--- src/rtl/bb_pkg.sv ---
package bb_pkg;

    typedef enum logic [1:0] {
        SEL_FBASE  = 2'd0,
        SEL_FLIMIT = 2'd1,
        SEL_DBASE  = 2'd2,
        SEL_DLIMIT = 2'd3
    } cfg_sel_e;

endpackage

--- src/rtl/bb_csa.sv ---
module bb_csa #(
    parameter int W = 32
) (
    input  logic [W-1:0] x,
    input  logic [W-1:0] y,
    input  logic [W-1:0] z,
    output logic [W-1:0] sum
);

    logic [W-1:0] part_s;
    logic [W-1:0] part_c;

    for (genvar i = 0; i < W; i++) begin : g_bit
        assign part_s[i] = x[i] ^ y[i] ^ z[i];
        assign part_c[i] = (x[i] & y[i]) | (x[i] & z[i]) | (y[i] & z[i]);
    end

    assign sum = part_s + {part_c[W-2:0], 1'b0};

endmodule

--- src/rtl/bb_path.sv ---
module bb_path #(
    parameter int AW      = 32,
    parameter bit USE_CSA = 1'b1
) (
    input  logic [AW-1:0] opa,
    input  logic [AW-1:0] opb,
    input  logic [AW-1:0] base,
    input  logic [AW-1:0] limit,
    output logic [AW-1:0] paddr,
    output logic          viol
);

    logic [AW-1:0] logical;

    assign logical = opa + opb;
    assign viol    = logical > limit;

    if (USE_CSA) begin : g_csa
        bb_csa #(.W(AW)) u_csa (
            .x   (opa),
            .y   (opb),
            .z   (base),
            .sum (paddr)
        );
    end else begin : g_chain
        assign paddr = logical + base;
    end

endmodule

--- src/rtl/bb_regs.sv ---
module bb_regs
    import bb_pkg::*;
#(
    parameter int AW = 32
) (
    input  logic          clk,
    input  logic          rst_n,
    input  logic          we,
    input  logic          sup,
    input  logic [1:0]    sel,
    input  logic [AW-1:0] wdata,
    output logic [AW-1:0] fbase,
    output logic [AW-1:0] flimit,
    output logic [AW-1:0] dbase,
    output logic [AW-1:0] dlimit,
    output logic          denied
);

    typedef struct packed {
        logic [AW-1:0] fbase;
        logic [AW-1:0] flimit;
        logic [AW-1:0] dbase;
        logic [AW-1:0] dlimit;
        logic          denied;
    } regs_t;

    regs_t st_d, st_q;

    always_comb begin
        st_d        = st_q;
        st_d.denied = we & ~sup;
        if (we && sup) begin
            case (cfg_sel_e'(sel))
                SEL_FBASE:  st_d.fbase  = wdata;
                SEL_FLIMIT: st_d.flimit = wdata;
                SEL_DBASE:  st_d.dbase  = wdata;
                default:    st_d.dlimit = wdata;
            endcase
        end
    end

    always_ff @(posedge clk) begin
        if (!rst_n) st_q <= '0;
        else        st_q <= st_d;
    end

    assign fbase  = st_q.fbase;
    assign flimit = st_q.flimit;
    assign dbase  = st_q.dbase;
    assign dlimit = st_q.dlimit;
    assign denied = st_q.denied;

    AST_USER_WRITE_HOLD: assert property (@(posedge clk) disable iff (!rst_n)
        (we && !sup) |=> $stable({fbase, flimit, dbase, dlimit}));

    AST_SUP_WRITE_FLIMIT: assert property (@(posedge clk) disable iff (!rst_n)
        (we && sup && sel == 2'd1) |=> (flimit == $past(wdata)));

    AST_SUP_WRITE_DBASE: assert property (@(posedge clk) disable iff (!rst_n)
        (we && sup && sel == 2'd2) |=> (dbase == $past(wdata) && $stable(fbase)));

endmodule

--- src/rtl/bb_xlate.sv ---
module bb_xlate
    import bb_pkg::*;
#(
    parameter int AW = 32
) (
    input  logic          clk,
    input  logic          rst_n,
    input  logic          cfg_we,
    input  logic [1:0]    cfg_sel,
    input  logic [AW-1:0] cfg_wdata,
    input  logic          sup_mode,
    output logic          cfg_err,
    input  logic          if_req,
    input  logic [AW-1:0] if_addr,
    output logic          if_vld,
    output logic          if_viol,
    output logic [AW-1:0] if_paddr,
    input  logic          dm_req,
    input  logic [AW-1:0] dm_rs,
    input  logic [AW-1:0] dm_imm,
    output logic          dm_vld,
    output logic          dm_viol,
    output logic [AW-1:0] dm_paddr
);

    typedef struct packed {
        logic          if_vld;
        logic          if_viol;
        logic [AW-1:0] if_paddr;
        logic          dm_vld;
        logic          dm_viol;
        logic [AW-1:0] dm_paddr;
    } out_t;

    logic [AW-1:0] fbase, flimit, dbase, dlimit;
    logic [AW-1:0] f_pa, d_pa;
    logic          f_bad, d_bad;
    out_t          out_d, out_q;

    bb_regs #(.AW(AW)) u_regs (
        .clk    (clk),
        .rst_n  (rst_n),
        .we     (cfg_we),
        .sup    (sup_mode),
        .sel    (cfg_sel),
        .wdata  (cfg_wdata),
        .fbase  (fbase),
        .flimit (flimit),
        .dbase  (dbase),
        .dlimit (dlimit),
        .denied (cfg_err)
    );

    bb_path #(.AW(AW), .USE_CSA(1'b0)) u_fetch (
        .opa   (if_addr),
        .opb   ('0),
        .base  (fbase),
        .limit (flimit),
        .paddr (f_pa),
        .viol  (f_bad)
    );

    bb_path #(.AW(AW), .USE_CSA(1'b1)) u_data (
        .opa   (dm_rs),
        .opb   (dm_imm),
        .base  (dbase),
        .limit (dlimit),
        .paddr (d_pa),
        .viol  (d_bad)
    );

    always_comb begin
        out_d         = out_q;
        out_d.if_vld  = if_req & ~f_bad;
        out_d.if_viol = if_req & f_bad;
        out_d.dm_vld  = dm_req & ~d_bad;
        out_d.dm_viol = dm_req & d_bad;
        if (if_req) out_d.if_paddr = f_pa;
        if (dm_req) out_d.dm_paddr = d_pa;
    end

    always_ff @(posedge clk) begin
        if (!rst_n) out_q <= '0;
        else        out_q <= out_d;
    end

    assign if_vld   = out_q.if_vld;
    assign if_viol  = out_q.if_viol;
    assign if_paddr = out_q.if_paddr;
    assign dm_vld   = out_q.dm_vld;
    assign dm_viol  = out_q.dm_viol;
    assign dm_paddr = out_q.dm_paddr;

    AST_FETCH_PADDR: assert property (@(posedge clk) disable iff (!rst_n)
        if_req |=> (if_paddr == $past(if_addr + fbase)));

    AST_FETCH_OVER: assert property (@(posedge clk) disable iff (!rst_n)
        (if_req && if_addr > flimit) |=> (if_viol && !if_vld));

    AST_DATA_PADDR: assert property (@(posedge clk) disable iff (!rst_n)
        dm_req |=> (dm_paddr == $past(dm_rs + dm_imm + dbase)));

    AST_DATA_OVER: assert property (@(posedge clk) disable iff (!rst_n)
        (dm_req && AW'(dm_rs + dm_imm) > dlimit) |=> (dm_viol && !dm_vld));

    AST_IDLE_QUIET: assert property (@(posedge clk) disable iff (!rst_n)
        (!if_req && !dm_req) |=> (!if_vld && !if_viol && !dm_vld && !dm_viol
                                  && $stable(if_paddr) && $stable(dm_paddr)));

    AST_CFG_ERR: assert property (@(posedge clk) disable iff (!rst_n)
        (cfg_we && !sup_mode) |=> cfg_err);

endmodule

--- config.mk ---
export PLATFORM = sky130hd
export DESIGN_NAME = bb_xlate
export DESIGN_NICKNAME = d
export VERILOG_FILES = /design/src/rtl/bb_pkg.sv /design/src/rtl/bb_csa.sv /design/src/rtl/bb_path.sv /design/src/rtl/bb_regs.sv /design/src/rtl/bb_xlate.sv
export SDC_FILE = /design/constraint.sdc
export NUM_CORES = 1
export LEC_CHECK = 0
export BUFFER_PORTS_ARGS = -buffer_cell sky130_fd_sc_hd__buf_4
export CAP_MARGIN = 20
export CORE_AREA = 8 8 118 229
export DETAILED_ROUTE_END_ITERATION = 6
export DIE_AREA = 0 0 126 237
export PLACE_DENSITY = 0.78
export SETUP_SLACK_MARGIN = 0.5
export SLEW_MARGIN = 20
export SYNTH_ARGS = -nofsm -noshare
export SYNTH_HDL_FRONTEND = slang
export SYNTH_SLANG_ARGS = --single-unit
--- constraint.sdc ---
create_clock -name clk -period 5 [get_ports clk]
set_input_delay 1 -clock clk [delete_from_list [all_inputs] [get_ports clk]]
set_output_delay 1 -clock clk [all_outputs]
set_load 0.01 [all_outputs]
==> metrics.csv, run 1 <==
stage,metric,value,unit
run_status,status,"finished, final reports clean",
clock_tree,ctsLongestPathBuffers,2,
sta,rsz0062_at_grt,no,
drt,dr.pass1.iters,7,
setup_path,cp-end-kind,flop,
setup_path,max_stage_delay,0.48,ns
logic_synthesis,async_flop_share,0,%
logic_synthesis,yosysTopAreaCell,dfxtp_1,
setup_path,reg2reg_to,dm_paddr[25],
sta,slew_headroom,54.4,%
global_routing,antenna_found_initial,1,
global_routing,grt_pass1_wl,64200,um
setup_path,crit_fanout,3,
sta,setup_ws,0.613,ns
floorplanning,start_util,58.1,%
floorplanning,pin_count,205,
pwr,p_int,2.98,mW
drt,routed_wl,40300,um
floorplanning,die-area,29900,um^2
pwr,p_sw,1.45,mW
clock_tree,htreeDepth,4,
logic_synthesis,syn_nets,2119,
clock_tree,clock-sinks,197,
pwr,p_seq_share,38.2,%
drt,wl_per_cell,17.9,um
sta,timing.setup.tns,0,ns
logic_synthesis,synth_top_area_share,28.2,%
final_layout,syn_to_final_growth,16.7,%
setup_path,crit_arrival,4.74,ns
logic_synthesis,synth_ff_type,dfxtp_1,
logic_synthesis,synth_area,14000,um^2
placement,place_ws,0.0914,ns
setup_path,critPathSlowestCell,a2111oi_4,
floorplanning,rows,81,
clock_tree,cts_buffers,17,
pwr,clkPwrFrac,31.8,%
sta,fin_worst_skew,0.00910,ns
setup_path,worst-r2r-cell-count,12,
clock_tree,root_buffer,clkbuf_16,
final_layout,antenna_cells,0,
global_routing,overflow,0,
drt,route.vias.total,13300,
pwr,p_per_area,271,nW/um^2
setup_path,r2r-start,u_regs.dbase[1],
drt,drc_errors,0,
setup_path,startpoint,dm_rs[0],
pwr,leakage,6.99,nW
pwr,power_frac_comb,30.0,%
sta,setup_viol,0,
placement,placedCellCount,2213,
setup_path,setup.worst_path.class,in2reg,
global_routing,grt_max_degree,91,
clock_tree,cts_tree,done,
placement,port_buffers,204,
pwr,ir_drop,0.000268,V
setup_path,worstPathRequired,5.35,ns
logic_synthesis,synth_cells,1793,
drt,viasPerCell,5.92,
clock_tree,clock_latency,0.46,ns
global_routing,grt_use_total,26.5,%
pwr,switching_share,32.8,%
min_path,hold_path.class,reg2reg,
logic_synthesis,ys_ff_latch,197,
clock_tree,clk_pin_slew,0.07,ns
global_routing,grt_pass1_vias,13000,
setup_path,crit_end,dm_viol,
sta,fmax,228,MHz
flow_run,max_cap_violations,0,
setup_path,r2r_slack,1.62,ns
final_layout,fin_util,67.8,%
placement,gp_congestion,0.945,
final_layout,layout_commonest_cell,nand2_1,
final_layout,finalNetCount,2272,
logic_synthesis,yosysSeqAreaShare,28.2,%
logic_synthesis,synth.distinct_cells,69,
logic_synthesis,synth-edff-count,0,
sta,period_share,87.7,%
placement,dp_hpwl,31200,um
drt,dr.first_iter.drc_count,941,
logic_synthesis,synthTopCellsByArea,"dfxtp_1, ha_1, a21oi_1",
drt,ant_nets,0,
setup_path,cpMostUsedCell,a21o_1,
setup_path,startpoint_type,input pin,
final_layout,final_layout_size_suffix_gt1_share,13.9,%
sta,worst_slew_pin_slew,0.680,ns
sta,finalHoldViolCount,0,
sta,min_period,4.39,ns
floorplanning,fp.coreArea,24100,um^2
floorplanning,die_w,126,um
logic_synthesis,avgSynthCellArea,7.81,um^2
sta,drv_slew,0,
floorplanning,die_y,237,um
final_layout,finalNonFillerCells,2249,
placement,placed_area,15700,um^2
clock_tree,cts_hold_buf,0,
final_layout,most-common-layout-cells,"nand2_1, a21oi_1, buf_4",
final_layout,postLayoutCellArea,16300,um^2
setup_path,crit_chain,buf_4 -> ha_1 -> fa_2 -> a21o_1 -> nand3_2 -> a31oi_2 -> a221o_1 -> a2111oi_4 -> o21ai_2 -> a31oi_1 -> xnor2_1 -> ha_1 -> a21o_1 -> a21o_1 -> a21oi_2 -> nor2b_1 -> o21ai_1 -> a32oi_1 -> a21o_1 -> and3b_1,
logic_synthesis,yosys_warnings,0,
-- power by group through the flow --
stage               logic [mW]  clock network, mW  registers (mW)
floorplan                0.831                  0            1.75
global placement          1.28                  0            1.73
detailed placement        1.30                  0            1.73
CTS                       1.31               1.43            1.69
global route              1.47               1.50            1.70
finish                    1.33               1.41            1.69
-- critical path: cells and delay by family --
family / cells / cell delay [ns]
AO/OA/AOI/OAI: 12 / 2.46
adder cells (fa/ha/maj): 3 / 0.76
AND/OR/NAND/NOR: 3 / 0.30
buffers and inverters: 1 / 0.11
XOR/XNOR: 1 / 0.10
-- routing by layer --
metal,global-route usage (%),part of all wire [%]
met5,0,0.032
met4,11.8,3.9
met3,5.99,5.3
met2,48.5,52
met1,28.3,39
-- how the worst min path moves through the flow --
stage	from	endpoint	cells after the start
detailed placement	u_regs.dlimit[23]	u_regs.dlimit[23]	2
global placement	u_regs.flimit[11]	u_regs.flimit[11]	2
finish	u_regs.dlimit[23]	u_regs.dlimit[23]	2
floorplan	u_regs.dbase[0]	u_regs.dbase[0]	2
CTS	u_regs.dlimit[23]	u_regs.dlimit[23]	2
global route	u_regs.dlimit[14]	u_regs.dlimit[14]	2
-- kinds of logic after synthesis --
family                     Yosys count  share of synthesized area (%)
and+or+nand+nor                    617                           19.8
AOI/OAI and AO/OA                  519                           23.1
DFF                                197                           28.2
buffers and inverters              193                           5.18
adders and majority gates          190                           18.8
xor gates and xnor gates            56                           3.50
muxes                               21                           1.50
-- cells in the mapped netlist, drive strengths merged (10+ instances only) --
cell,n
fa,34
clkbuf,81
xor2,20
nor2b,19
a21o,70
o21ai,59
nor2,93
a31oi,13
a21oi,248
xnor2,36
and3,13
nand2b,10
nand3,51
a211oi,24
dfxtp,197
or3,11
inv,107
nor3,25
nand2,317
ha,156
o211ai,19
mux2i,21
o21a,17
nand4,36
-- sequential cells by signal (all words and copies together), names as in the netlist --
signal	count
dm_paddr	32
dm_viol	1
dm_vld	1
if_paddr	32
if_viol	1
if_vld	1
u_regs.dbase	32
u_regs.denied	1
u_regs.dlimit	32
u_regs.fbase	32
u_regs.flimit	32
-- repair_timing --
item                                    in CTS  in global routing
hold endpoints to repair                     0                  0
setup buffers                                0                  4
resized for setup                            0                  6
endpoints found under the setup margin       0                  2
-- metrics by stage --
step | total power, mW | hold slack (ns)
after CTS | 4.44 | 0.456
final | 4.43 | 0.454
after detailed placement | 3.03 | 0.447
after global placement | 3.01 | 0.441
after global routing | 4.67 | 0.471
after floorplan | 2.58 | 0.436
-- layout make-up --
type,instances,area (um^2)
Clock inverter,11,135
Fill cell,2139,7780
Clock buffer,21,460
Timing Repair Buffer,218,1660
Multi-Input combinational cell,1403,9370
Tap cell,290,363
Sequential cell,197,3940
Inverter,109,412
(Power assumes the default switching activity.)
==> inputs of run 2 (changes only) <==
- CORE_AREA: 8 8 118 229 -> 8 8 122 237
- DIE_AREA: 0 0 126 237 -> 0 0 130 245
- PLACE_DENSITY: 0.78 -> 0.73
==> metrics.csv, run 2 (synthesized netlist as in run 1, its figures left out) <==
stage,metric,value,unit,change
global_routing,grt_pass1_vias,12500,,-3.9%
setup_path,path_buf_inv,1,,unchanged
setup_path,crit_arrival,4.67,ns,-0.07 ns
global_routing,grt_pass1_wl,63300,um,-1.5%
sta,slew_headroom,36.7,%,-18 points
clock_tree,ctsLongestPathBuffers,2,,unchanged
final_layout,syn_to_final_growth,16.9,%,
sta,worst_slew_pin_slew,0.949,ns,+0.269 ns
global_routing,overflow,0,,unchanged
floorplanning,die_w,130,um,+3.2%
pwr,p_sw,1.47,mW,+0.82%
setup_path,max_stage_delay,0.46,ns,-0.02 ns
placement,dp_hpwl,31800,um,+1.8%
sta,fmax,232,MHz,+1.6%
floorplanning,die-area,31900,um^2,+6.7%
setup_path,startpoint_type,input pin,,
sta,finalHoldViolCount,0,,unchanged
pwr,leakage,6.98,nW,-0.15%
clock_tree,clock-sinks,197,,unchanged
flow_run,max_cap_violations,0,,unchanged
final_layout,layout_commonest_cell,nand2_1,,
setup_path,cp-end-kind,flop,,
drt,wl_per_cell,17.6,um,-1.8%
final_layout,finalNonFillerCells,2305,,+2.5%
sta,setup_viol,0,,unchanged
final_layout,most-common-layout-cells,"nand2_1, a21oi_1, buf_4",,
placement,gp_congestion,0.921,,-2.5%
pwr,p_seq_share,38.6,%,+0.4 points
drt,dr.pass1.iters,5,,-2
final_layout,finalNetCount,2274,,+0.088%
sta,worst_hold_slack,0.457,ns,+0.00311 ns
final_layout,final_layout_size_suffix_gt1_share,14.0,%,+0.088 points
setup_path,critPathSlowestCell,a2111oi_4,,
clock_tree,root_buffer,clkbuf_16,,
run_status,status,"finished, final reports clean",,
drt,viasPerCell,5.70,,-3.9%
global_routing,antenna_found_initial,0,,-1
floorplanning,pin_count,205,,unchanged
placement,place_ws,0.137,ns,+0.0460 ns
sta,timing.setup.tns,0,ns,unchanged
setup_path,worstPathRequired,5.35,ns,about the same
pwr,power_frac_comb,30.2,%,+0.2 points
setup_path,worst-r2r-cell-count,10,,-2
pwr,clkPwrFrac,31.2,%,-0.6 points
global_routing,grt_max_degree,90,,-1.1%
setup_path,path_delay_family,compound AO/OA/AOI/OAI gates,,
min_path,hold_path.class,reg2reg,,
clock_tree,clock_latency,0.47,ns,about the same
sta,drv_slew,0,,unchanged
setup_path,cpMostUsedCell,a21o_1,,
final_layout,postLayoutCellArea,16400,um^2,+0.22%
setup_path,setup.worst_path.class,in2reg,,
setup_path,crit_fanout,3,,unchanged
floorplanning,fp.coreArea,26000,um^2,+7.6%
placement,placed_area,15800,um^2,+0.40%
clock_tree,cts_tree,done,,
global_routing,grt_use_total,25.2,%,-1.4 points
sta,period_share,86.3,%,-1.4 points
clock_tree,cts_buffers,17,,unchanged
sta,rsz0062_at_grt,no,,
floorplanning,die_y,245,um,+3.4%
clock_tree,clk_pin_slew,0.07,ns,about the same
pwr,p_per_area,268,nW/um^2,-1.3%
final_layout,fin_util,63.1,%,-4.7 points
placement,port_buffers,204,,unchanged
setup_path,cp.depth,20,,unchanged
min_path,hold_depth,2,,unchanged
pwr,finalPower,4.38,mW,-1.1%
clock_tree,htreeDepth,4,,unchanged
drt,route.vias.total,13100,,-1.5%
drt,routed_wl,40600,um,+0.65%
sta,min_period,4.32,ns,-0.0702 ns
final_layout,antenna_cells,0,,unchanged
pwr,ir_drop,0.000251,V,-6.1%
pwr,switching_share,33.5,%,+0.64 points
floorplanning,rows,84,,+3.7%
sta,fin_worst_skew,0.0110,ns,+0.00185 ns
drt,ant_nets,0,,unchanged
sta,setup_ws,0.684,ns,+0.0702 ns
drt,drc_errors,0,,unchanged
setup_path,crit_chain,buf_4 -> ha_2 -> fa_2 -> a21o_1 -> nand3_2 -> a31oi_2 -> a221o_1 -> a2111oi_4 -> o21ai_2 -> a31oi_1 -> xnor2_1 -> ha_1 -> a21o_1 -> a21o_1 -> a21oi_1 -> nor2b_1 -> o21ai_1 -> a32oi_1 -> a21o_1 -> and3b_1,,
floorplanning,start_util,54.0,%,-4.1 points
placement,placedCellCount,2269,,+2.5%
drt,dr.first_iter.drc_count,840,,-11%
pwr,p_int,2.92,mW,-2.1%
run 2: cell count changes in the layout (fill, tap and decap cells not counted), sizes merged:
cell | before | now
clkbuf | 21 | 19
clkinvlp | 0 | 1
bufinv | 1 | 0
buf | 218 | 220
inv | 113 | 115
run 2: path summary, 6_finish.rpt:
kind / startpoint / to / slack [ns]
setup / recovery: dm_rs[0] / dm_viol / 0.68
hold reg to reg: u_regs.dlimit[17] / u_regs.dlimit[17] / 0.46
setup reg to reg: u_regs.dbase[13] / dm_paddr[25] / 1.48
hold / removal: u_regs.dlimit[17] / u_regs.dlimit[17] / 0.46
run 2: worst register-to-register path, stage by stage (launching register included):
cell,delay [ns]
dfxtp_1,0.40
fa_1,0.45
ha_1,0.44
inv_1,0.14
nor4_1,0.44
o311ai_0,0.27
and3_1,0.31
o31ai_1,0.45
a31oi_1,0.18
mux2i_1,0.14
a31o_2,0.21
run 2: power groups by stage:
stage | clock network (mW) | logic, mW | registers (mW)
final | 1.37 | 1.32 | 1.69
after detailed placement | 0 | 1.31 | 1.73
after global placement | 0 | 1.30 | 1.73
after floorplan | 0 | 0.831 | 1.75
after global routing | 1.45 | 1.47 | 1.70
after CTS | 1.39 | 1.32 | 1.69
run 2: layer usage:
metal | track usage, % | up-vias | share of wire, %
met2 | 46.3 | 294 | 53
li1 | - | 6618 | -
met3 | 5.33 | 52 | 5.0
met5 | 0 | - | 0
met4 | 8.63 | 0 | 2.6
met1 | 27.5 | 6163 | 39
run 2: area by class of cell:
cell class,count,area (um^2)
clock buffer,19,443
clock inverter,13,131
fill,2419,9580
inverter,109,412
multi-input combinational,1403,9370
sequential,197,3940
tap,344,430
timing repair buffer,220,1650
run 2: timing repair:
item                                    4_1_cts  5_1_grt
hold buffers                                  0        0
gates resized for setup                       0        5
buffers inserted                              0        4
hold endpoints to repair                      0        0
endpoints found under the setup margin        0        2
